[src/rtl/raster_pkg.sv]
package raster_pkg;
  localparam int ADDR_W = 3;
  localparam int DATA_W = 32;
  localparam int PORCH_W = 12;
  localparam int SYNC_W = 8;
  localparam int ACT_W = 16;

  typedef enum logic [ADDR_W-1:0] {
    A_CFG  = 3'd0,
    A_SIZE = 3'd1,
    A_HTIM = 3'd2,
    A_VTIM = 3'd3,
    A_RAW  = 3'd4,
    A_STAT = 3'd5,
    A_ESET = 3'd6,
    A_ECLR = 3'd7
  } reg_addr_e;

  // packed order matches the timing word: back porch, front porch, sync
  typedef struct packed {
    logic [PORCH_W-1:0] bp;
    logic [PORCH_W-1:0] fp;
    logic [SYNC_W-1:0]  sw;
  } axis_tim_t;

  typedef struct packed {
    axis_tim_t        h;
    axis_tim_t        v;
    logic [ACT_W-1:0] hact;
    logic [ACT_W-1:0] vact;
    logic             vpol;
    logic             hpol;
    logic             ilace;
  } timing_t;
endpackage

[src/rtl/raster_regs.sv]
module raster_regs
  import raster_pkg::*;
#(
  parameter int IRQ_N = 1
) (
  input  logic              clk,
  input  logic              rst,
  input  logic              wr_en,
  input  logic [ADDR_W-1:0] wr_addr,
  input  logic [DATA_W-1:0] wr_data,
  input  logic              rd_en,
  input  logic [ADDR_W-1:0] rd_addr,
  output logic [DATA_W-1:0] rd_data,
  input  logic [IRQ_N-1:0]  evt_i,
  output timing_t           tim_o,
  output logic              run_o,
  output logic              irq_o
);
  logic              run_q, vpol_q, hpol_q, il_q;
  logic [DATA_W-1:0] size_q, htim_q, vtim_q;
  logic [IRQ_N-1:0]  raw_q, mask_q, clr;
  logic [DATA_W-1:0] rd_mux;

  assign clr = (wr_en && wr_addr == A_STAT) ? wr_data[IRQ_N-1:0] : '0;

  always_ff @(posedge clk) begin
    if (rst) begin
      run_q  <= 1'b0;
      vpol_q <= 1'b0;
      hpol_q <= 1'b0;
      il_q   <= 1'b0;
      size_q <= '0;
      htim_q <= '0;
      vtim_q <= '0;
      mask_q <= '0;
      raw_q  <= '0;
    end else begin
      if (wr_en) begin
        case (wr_addr)
          A_CFG: begin
            run_q  <= wr_data[31];
            vpol_q <= wr_data[7];
            hpol_q <= wr_data[6];
            il_q   <= wr_data[3];
          end
          A_SIZE: size_q <= wr_data;
          A_HTIM: htim_q <= wr_data;
          A_VTIM: vtim_q <= wr_data;
          A_ESET: mask_q <= mask_q | wr_data[IRQ_N-1:0];
          A_ECLR: mask_q <= mask_q & ~wr_data[IRQ_N-1:0];
          default: ;
        endcase
      end
      // a fresh event wins over a clear in the same cycle
      raw_q <= (raw_q & ~clr) | evt_i;
    end
  end

  always_comb begin
    rd_mux = '0;
    case (rd_addr)
      A_CFG: begin
        rd_mux[31] = run_q;
        rd_mux[7]  = vpol_q;
        rd_mux[6]  = hpol_q;
        rd_mux[3]  = il_q;
      end
      A_SIZE:  rd_mux = size_q;
      A_HTIM:  rd_mux = htim_q;
      A_VTIM:  rd_mux = vtim_q;
      A_RAW:   rd_mux = DATA_W'(raw_q);
      A_STAT:  rd_mux = DATA_W'(raw_q & mask_q);
      default: rd_mux = '0;
    endcase
  end

  always_ff @(posedge clk) begin
    if (rst) begin
      rd_data <= '0;
      irq_o   <= 1'b0;
    end else begin
      if (rd_en) rd_data <= rd_mux;
      irq_o <= |(raw_q & mask_q);
    end
  end

  assign run_o = run_q;
  assign tim_o = '{h: axis_tim_t'(htim_q), v: axis_tim_t'(vtim_q),
                   hact: size_q[15:0], vact: size_q[31:16],
                   vpol: vpol_q, hpol: hpol_q, ilace: il_q};


  mask_clear_chk: assert property (@(posedge clk) disable iff (rst)
    (wr_en && wr_addr == A_ECLR && wr_data[0]) |=> !mask_q[0]);

  raw_set_chk: assert property (@(posedge clk) disable iff (rst)
    evt_i[0] |=> raw_q[0]);

  raw_clr_chk: assert property (@(posedge clk) disable iff (rst)
    (wr_en && wr_addr == A_STAT && wr_data[0] && !evt_i[0]) |=> !raw_q[0]);
endmodule

[src/rtl/raster_engine.sv]
module raster_engine
  import raster_pkg::*;
#(
  parameter int CNT_W = 18
) (
  input  logic             clk,
  input  logic             rst,
  input  logic             run_i,
  input  timing_t          tim_i,
  output logic             hsync_o,
  output logic             vsync_o,
  output logic             de_o,
  output logic [ACT_W-1:0] x_o,
  output logic [ACT_W-1:0] y_o,
  output logic             field_o,
  output logic             busy_o,
  output logic             done_o
);
  timing_t          sh;
  logic             run_q, fld_q, done_q;
  logic [CNT_W-1:0] h_q, v_q;
  logic [CNT_W-1:0] hlo, hhi, htot, vlo, vhi, vtot, half;
  logic             last_h, last_v, last_fld;
  logic             hs_act, vs_act, de_act;

  // working-set derived boundaries
  assign hlo  = CNT_W'(sh.h.sw) + CNT_W'(sh.h.bp);
  assign hhi  = hlo + CNT_W'(sh.hact);
  assign htot = hhi + CNT_W'(sh.h.fp);
  assign vlo  = CNT_W'(sh.v.sw) + CNT_W'(sh.v.bp);
  assign vhi  = vlo + CNT_W'(sh.vact);
  assign vtot = vhi + CNT_W'(sh.v.fp);
  assign half = htot >> 1;

  assign last_h   = (h_q == htot - 1'b1);
  assign last_v   = (v_q == vtot - 1'b1);
  assign last_fld = !sh.ilace || fld_q;

  always_comb begin
    hs_act = run_q && (h_q < CNT_W'(sh.h.sw));
    if (sh.ilace && fld_q)
      vs_act = run_q && (((v_q == '0) && (h_q >= half)) ||
                         ((v_q != '0) && (v_q < CNT_W'(sh.v.sw))) ||
                         ((v_q == CNT_W'(sh.v.sw)) && (h_q < half)));
    else
      vs_act = run_q && (v_q < CNT_W'(sh.v.sw));
    de_act = run_q && (h_q >= hlo) && (h_q < hhi) && (v_q >= vlo) && (v_q < vhi);
  end

  // raster counters and working-set reload
  always_ff @(posedge clk) begin
    if (rst) begin
      run_q  <= 1'b0;
      fld_q  <= 1'b0;
      h_q    <= '0;
      v_q    <= '0;
      sh     <= '0;
      done_q <= 1'b0;
    end else begin
      done_q <= 1'b0;
      if (!run_q) begin
        if (run_i) begin
          run_q <= 1'b1;
          h_q   <= '0;
          v_q   <= '0;
          fld_q <= 1'b0;
          sh    <= tim_i;
        end
      end else if (last_h) begin
        h_q <= '0;
        if (last_v) begin
          v_q <= '0;
          if (last_fld) begin
            fld_q <= 1'b0;
            if (run_i) begin
              sh <= tim_i;
            end else begin
              run_q  <= 1'b0;
              done_q <= 1'b1;
            end
          end else begin
            fld_q <= 1'b1;
          end
        end else begin
          v_q <= v_q + 1'b1;
        end
      end else begin
        h_q <= h_q + 1'b1;
      end
    end
  end

  // registered outputs
  always_ff @(posedge clk) begin
    if (rst) begin
      hsync_o <= 1'b1;
      vsync_o <= 1'b1;
      de_o    <= 1'b0;
      x_o     <= '0;
      y_o     <= '0;
      field_o <= 1'b0;
      busy_o  <= 1'b0;
    end else begin
      hsync_o <= hs_act ~^ sh.hpol;
      vsync_o <= vs_act ~^ sh.vpol;
      de_o    <= de_act;
      x_o     <= de_act ? ACT_W'(h_q - hlo) : '0;
      y_o     <= de_act ? ACT_W'(v_q - vlo) : '0;
      field_o <= run_q & fld_q;
      busy_o  <= run_q;
    end
  end

  assign done_o = done_q;


  h_bound_chk: assert property (@(posedge clk) disable iff (rst)
    run_q |-> (h_q < htot));

  stop_at_end_chk: assert property (@(posedge clk) disable iff (rst)
    $fell(run_q) |-> (h_q == '0 && v_q == '0 && done_q));

  done_needs_stop_chk: assert property (@(posedge clk) disable iff (rst)
    done_q |-> !$past(run_i));

  de_busy_chk: assert property (@(posedge clk) disable iff (rst)
    de_o |-> busy_o);
endmodule

[src/rtl/raster_gen.sv]
module raster_gen
  import raster_pkg::*;
#(
  parameter int CNT_W = 18
) (
  input  logic        clk,
  input  logic        rst,
  input  logic        wr_en,
  input  logic [2:0]  wr_addr,
  input  logic [31:0] wr_data,
  input  logic        rd_en,
  input  logic [2:0]  rd_addr,
  output logic [31:0] rd_data,
  output logic        hsync,
  output logic        vsync,
  output logic        de,
  output logic [15:0] pix_x,
  output logic [15:0] pix_y,
  output logic        field,
  output logic        busy,
  output logic        irq
);
  localparam int IRQ_N = 1;

  timing_t          tim;
  logic             run_req;
  logic             done;
  logic [IRQ_N-1:0] evt;

  assign evt = IRQ_N'(done);

  raster_regs #(.IRQ_N(IRQ_N)) u_regs (
    .clk(clk), .rst(rst),
    .wr_en(wr_en), .wr_addr(wr_addr), .wr_data(wr_data),
    .rd_en(rd_en), .rd_addr(rd_addr), .rd_data(rd_data),
    .evt_i(evt), .tim_o(tim), .run_o(run_req), .irq_o(irq)
  );

  raster_engine #(.CNT_W(CNT_W)) u_engine (
    .clk(clk), .rst(rst), .run_i(run_req), .tim_i(tim),
    .hsync_o(hsync), .vsync_o(vsync), .de_o(de),
    .x_o(pix_x), .y_o(pix_y), .field_o(field),
    .busy_o(busy), .done_o(done)
  );
endmodule

[config.mk]
export PLATFORM = sky130hd
export DESIGN_NAME = raster_gen
export DESIGN_NICKNAME = d
export VERILOG_FILES = /design/src/rtl/raster_pkg.sv /design/src/rtl/raster_regs.sv /design/src/rtl/raster_engine.sv /design/src/rtl/raster_gen.sv
export SDC_FILE = /design/constraint.sdc
export NUM_CORES = 1
export LEC_CHECK = 0
export BUFFER_PORTS_ARGS = -buffer_cell sky130_fd_sc_hd__buf_4
export CAP_MARGIN = 20
export CORE_MARGIN = 4
export CORE_UTILIZATION = 25
export CTS_BUF_LIST = sky130_fd_sc_hd__clkbuf_8
export DETAILED_ROUTE_END_ITERATION = 7
export SYNTH_ARGS = -nofsm -noshare
export SYNTH_HDL_FRONTEND = slang
export SYNTH_HIERARCHICAL = 1
export SYNTH_SLANG_ARGS = --single-unit
[constraint.sdc]
create_clock -name clk -period 7.5 [get_ports clk]
set_input_delay 1.875 -clock clk [delete_from_list [all_inputs] [get_ports clk]]
set_output_delay 1.875 -clock clk [all_outputs]
set_load 0.005 [all_outputs]
==> report_table.html <==
<table>
<tr><th>Metric</th><th>Value</th></tr>
<tr><th colspan="2">Clock network</th></tr>
<tr><td>H-tree depth</td><td>2</td></tr>
<tr><td>Clock tree from TritonCTS</td><td>yes</td></tr>
<tr><td>Number of CTS-inserted buffers</td><td>54</td></tr>
<tr><td>Number of buffers on the longest clock path</td><td>3</td></tr>
<tr><td>Sink Count</td><td>310</td></tr>
<tr><td>Clock tree root driver cell</td><td>clkbuf_8</td></tr>
<tr><td>CTS clk-pin slew, worst paths</td><td>0.06 ns</td></tr>
<tr><td>Insertion delay to the later sink of the worst-skew pair</td><td>0.68 ns</td></tr>
<tr><th colspan="2">Placement</th></tr>
<tr><td>Cell area reported after detailed placement</td><td>0.0215 mm^2</td></tr>
<tr><td>Final HPWL DP</td><td>47,500 um</td></tr>
<tr><td>Number of buffers added on ports</td><td>111</td></tr>
<tr><td>Final RePlAce weighted congestion</td><td>0.846</td></tr>
<tr><th colspan="2">Detailed routing</th></tr>
<tr><td>Residual DRC</td><td>0</td></tr>
<tr><td>Detailed Route WL</td><td>62,600 um</td></tr>
<tr><td>Post-route ant nets</td><td>0</td></tr>
<tr><td>DRT iter0 DRCs</td><td>1,394</td></tr>
<tr><td>First-pass DRT Iterations</td><td>5</td></tr>
<tr><td>Via density per instance</td><td>4.85</td></tr>
<tr><td>Wire length per cell</td><td>17.6 um</td></tr>
<tr><td>Via count</td><td>17,300</td></tr>
<tr><th colspan="2">Logic synthesis</th></tr>
<tr><td>Synth async-reset ratio</td><td>0</td></tr>
<tr><td>Seq/Total Area, Yosys</td><td>0.314</td></tr>
<tr><td>Cell area after synthesis</td><td>0.0198 mm^2</td></tr>
<tr><td>Warning count from the yosys run</td><td>6</td></tr>
<tr><td>Post-synthesis cell type count</td><td>94</td></tr>
<tr><td>Cells after synthesis</td><td>2,384</td></tr>
<tr><td>Post-synth EDFFs</td><td>0</td></tr>
<tr><td>Post-synthesis average cell area</td><td>8.29 um^2</td></tr>
<tr><td>Net count after synthesis</td><td>2,610</td></tr>
<tr><td>Most common flop cell mapped by yosys</td><td>dfxtp_1</td></tr>
<tr><td>FF+latch count, synth</td><td>310</td></tr>
<tr><th colspan="2">Critical path</th></tr>
<tr><td>CP dominant cell by count</td><td>buf_4</td></tr>
<tr><td>Crit path kind</td><td>flop to flop</td></tr>
<tr><td>Largest stage delay, worst path</td><td>0.41 ns</td></tr>
<tr><td>Critical path data arrival time</td><td>7.56 ns</td></tr>
<tr><td>Required @ worst endpoint</td><td>7.99 ns</td></tr>
<tr><td>Largest fanout of any net on the critical path</td><td>8</td></tr>
<tr><td>Element type at the critical path start</td><td>flop</td></tr>
<tr><td>CP max-delay cell</td><td>a2111oi_0</td></tr>
<tr><td>Kind of capture point of the worst setup path</td><td>flop</td></tr>
<tr><th colspan="2">Timing</th></tr>
<tr><td>Final clock skew</td><td>0.0420 ns</td></tr>
<tr><td>Number of max-slew violations in the final report</td><td>0</td></tr>
<tr><td>Final Hold Viols</td><td>0</td></tr>
<tr><td>Maximum frequency from static timing analysis</td><td>0.141 GHz</td></tr>
<tr><td>Post-Route Setup TNS</td><td>0 ns</td></tr>
<tr><td>Ratio of final minimum period to clock period</td><td>0.943</td></tr>
<tr><td>Final worst path period need</td><td>7.07 ns</td></tr>
<tr><td>Slew @ Worst Pin</td><td>1.03 ns</td></tr>
<tr><td>Final setup violation count</td><td>0</td></tr>
<tr><td>Max transition margin</td><td>0.311</td></tr>
<tr><th colspan="2">Die</th></tr>
<tr><td>Die boundary height</td><td>289 um</td></tr>
<tr><td>Core area</td><td>0.0778 mm^2</td></tr>
<tr><td>Number of core rows</td><td>102</td></tr>
<tr><td>Overall die area</td><td>0.0836 mm^2</td></tr>
<tr><td>Initial standard-cell utilization of the core</td><td>0.254</td></tr>
<tr><td>Die width</td><td>289 um</td></tr>
<tr><td>Number of primary I/O pins</td><td>112</td></tr>
<tr><th colspan="2">Layout</th></tr>
<tr><td>Post-route cell area</td><td>0.0229 mm^2</td></tr>
<tr><td>Area growth, synth to finish</td><td>16.0%</td></tr>
<tr><td>Share of layout cells above drive strength 1</td><td>0.140</td></tr>
<tr><td>Nets@finish</td><td>2,703</td></tr>
<tr><th colspan="2">Run status</th></tr>
<tr><td>Run status</td><td>finished, final reports clean</td></tr>
<tr><th colspan="2">GRT</th></tr>
<tr><td>Vias in the first global route</td><td>16,100</td></tr>
<tr><td>Overall fraction of global-route tracks in use</td><td>0.145</td></tr>
<tr><td>Leftover overflow at the end of global routing</td><td>0</td></tr>
<tr><td>First-pass GRT wire length</td><td>95,600 um</td></tr>
<tr><td>Number of antenna violations at the first check in global routing</td><td>1</td></tr>
<tr><td>Largest net degree at the start of global routing</td><td>99</td></tr>
<tr><th colspan="2">Flow run</th></tr>
<tr><td>Max-cap viol count</td><td>0</td></tr>
<tr><th colspan="2">Min path</th></tr>
<tr><td>Kind of path behind the tightest hold check</td><td>flop to flop</td></tr>
<tr><th colspan="2">Pwr</th></tr>
<tr><td>Cell Pwr Density</td><td>151 mW/mm^2</td></tr>
<tr><td>Standby leakage power</td><td>9.03 nW</td></tr>
<tr><td>Peak VDD IR</td><td>0.000136 V</td></tr>
</table>
[state kept, by name, summed over array words and instances, names as in the netlist, 16 cells and up, named ones only]
signal / count
u_engine/sh: 99
u_regs/htim_q: 32
u_regs/size_q: 32
u_engine/v_q: 18
u_regs/rd_data: 32
u_engine/x_o: 16
u_regs/vtim_q: 32
u_engine/y_o: 16
u_engine/h_q: 18
[final timing paths]
path                    from  slack [ns]               to  depth (start not counted)
min reg2reg             flop        0.45     u_regs/irq_o                          2
max reg2reg  u_engine/sh[35]        0.43  u_engine/sh[40]                         36
max          u_engine/sh[35]        0.43  u_engine/sh[40]                         36
min                     flop        0.45     u_regs/irq_o                          2
[per-layer routing]
layer	GRT usage	vias up	wire length, um
li1	-	8533	-
met1	0.221	8164	31300
met2	0.213	512	26200
met3	0.0225	65	4190
met4	0.0322	0	929
met5	0	-	0
[synthesized netlist by cell type, drive strengths merged, types with 14 or more instances]
library cell / n / area [um^2]
nand4: 27 / 169
nor3: 40 / 200
ha: 176 / 2200
and3: 23 / 144
o21a: 19 / 143
mux2: 29 / 327
nand3: 55 / 275
nor2b: 18 / 113
clkbuf: 56 / 210
o21bai: 16 / 120
a211oi: 16 / 125
xor2: 54 / 480
nand2: 301 / 1130
or2: 17 / 106
nand2b: 21 / 131
dfxtp: 310 / 6210
o21ai: 90 / 450
mux2i: 116 / 1160
a22oi: 27 / 203
buf: 62 / 475
a31oi: 14 / 87.6
xnor2: 83 / 734
a21o: 55 / 420
inv: 164 / 616
nor4: 24 / 150
nor2: 206 / 776
a21oi: 203 / 1060
[through the flow]
stage / power, mW / hold WS [ns] / util / cells / worst slack, ns
finish: 3.46 / 0.454 / 0.295 / 3559 / 0.429
global route: 3.59 / 0.474 / 0.295 / 3559 / -0.0204
CTS: 3.49 / 0.452 / 0.291 / 3547 / 0.211
detailed placement: 1.89 / 0.439 / 0.277 / 3450 / 0.226
global placement: 1.89 / 0.438 / 0.277 / 3450 / 0.363
floorplan: 1.83 / 0.411 / - / 2384 / 0.710
[report_power, final]
group          switching, mW  internal (mW)
registers             0.0152           1.66
clock network          0.753          0.843
logic                  0.119         0.0684
[kinds of logic after synthesis]
group	count (synthesis)	synth area share
buffers and inverters	282	0.0658
DFF	310	0.314
and+or+nand+nor	792	0.188
other	1	0.000190
adders and majority gates	186	0.121
AOI/OAI and AO/OA	527	0.171
muxes	145	0.0753
xor gates and xnor gates	141	0.0661
[cell type report]
type	count	area, um^2
Fill cell	8408	54900
Antenna cell	1	2.50
Sequential cell	310	6210
Timing Repair Buffer	154	1240
Inverter	164	616
Tap cell	1040	1300
Multi-Input combinational cell	1793	12500
Clock buffer	66	908
Clock inverter	31	201
[layout by cell type, fill, tap and decap left out, types with 28 or more instances in the layout]
cell	count
a21o_1	54
clkbuf_8	66
a21oi_1	179
inv_1	172
o21ai_0	52
xnor2_1	78
xor2_1	51
mux2i_1	116
buf_4	148
nand3_1	55
nor2_1	203
o21ai_1	36
nand2_1	301
nor3_1	39
ha_1	169
dfxtp_1	309
mux2_2	28
[repair_timing]
action / 4_1_cts / 5_1_grt
buffers inserted: 0 / 8
resized for setup: 0 / 39
hold buffers: 0 / 0
endpoints found under the setup margin: 0 / 136
[worst max-delay path, delay by kind of cell, from the launching register on]
| kind | cells | cell delay (ns) |
|---|---|---|
| XOR/XNOR | 3 | 0.53 |
| flip-flops | 1 | 0.34 |
| AO/OA/AOI/OAI | 13 | 2.29 |
| adder cells (fa/ha/maj) | 4 | 1.27 |
| AND/OR/NAND/NOR | 10 | 1.49 |
| multiplexers | 1 | 0.19 |
| buffers and inverters | 5 | 0.81 |
Note: power is estimated with default switching activity, not from simulation.
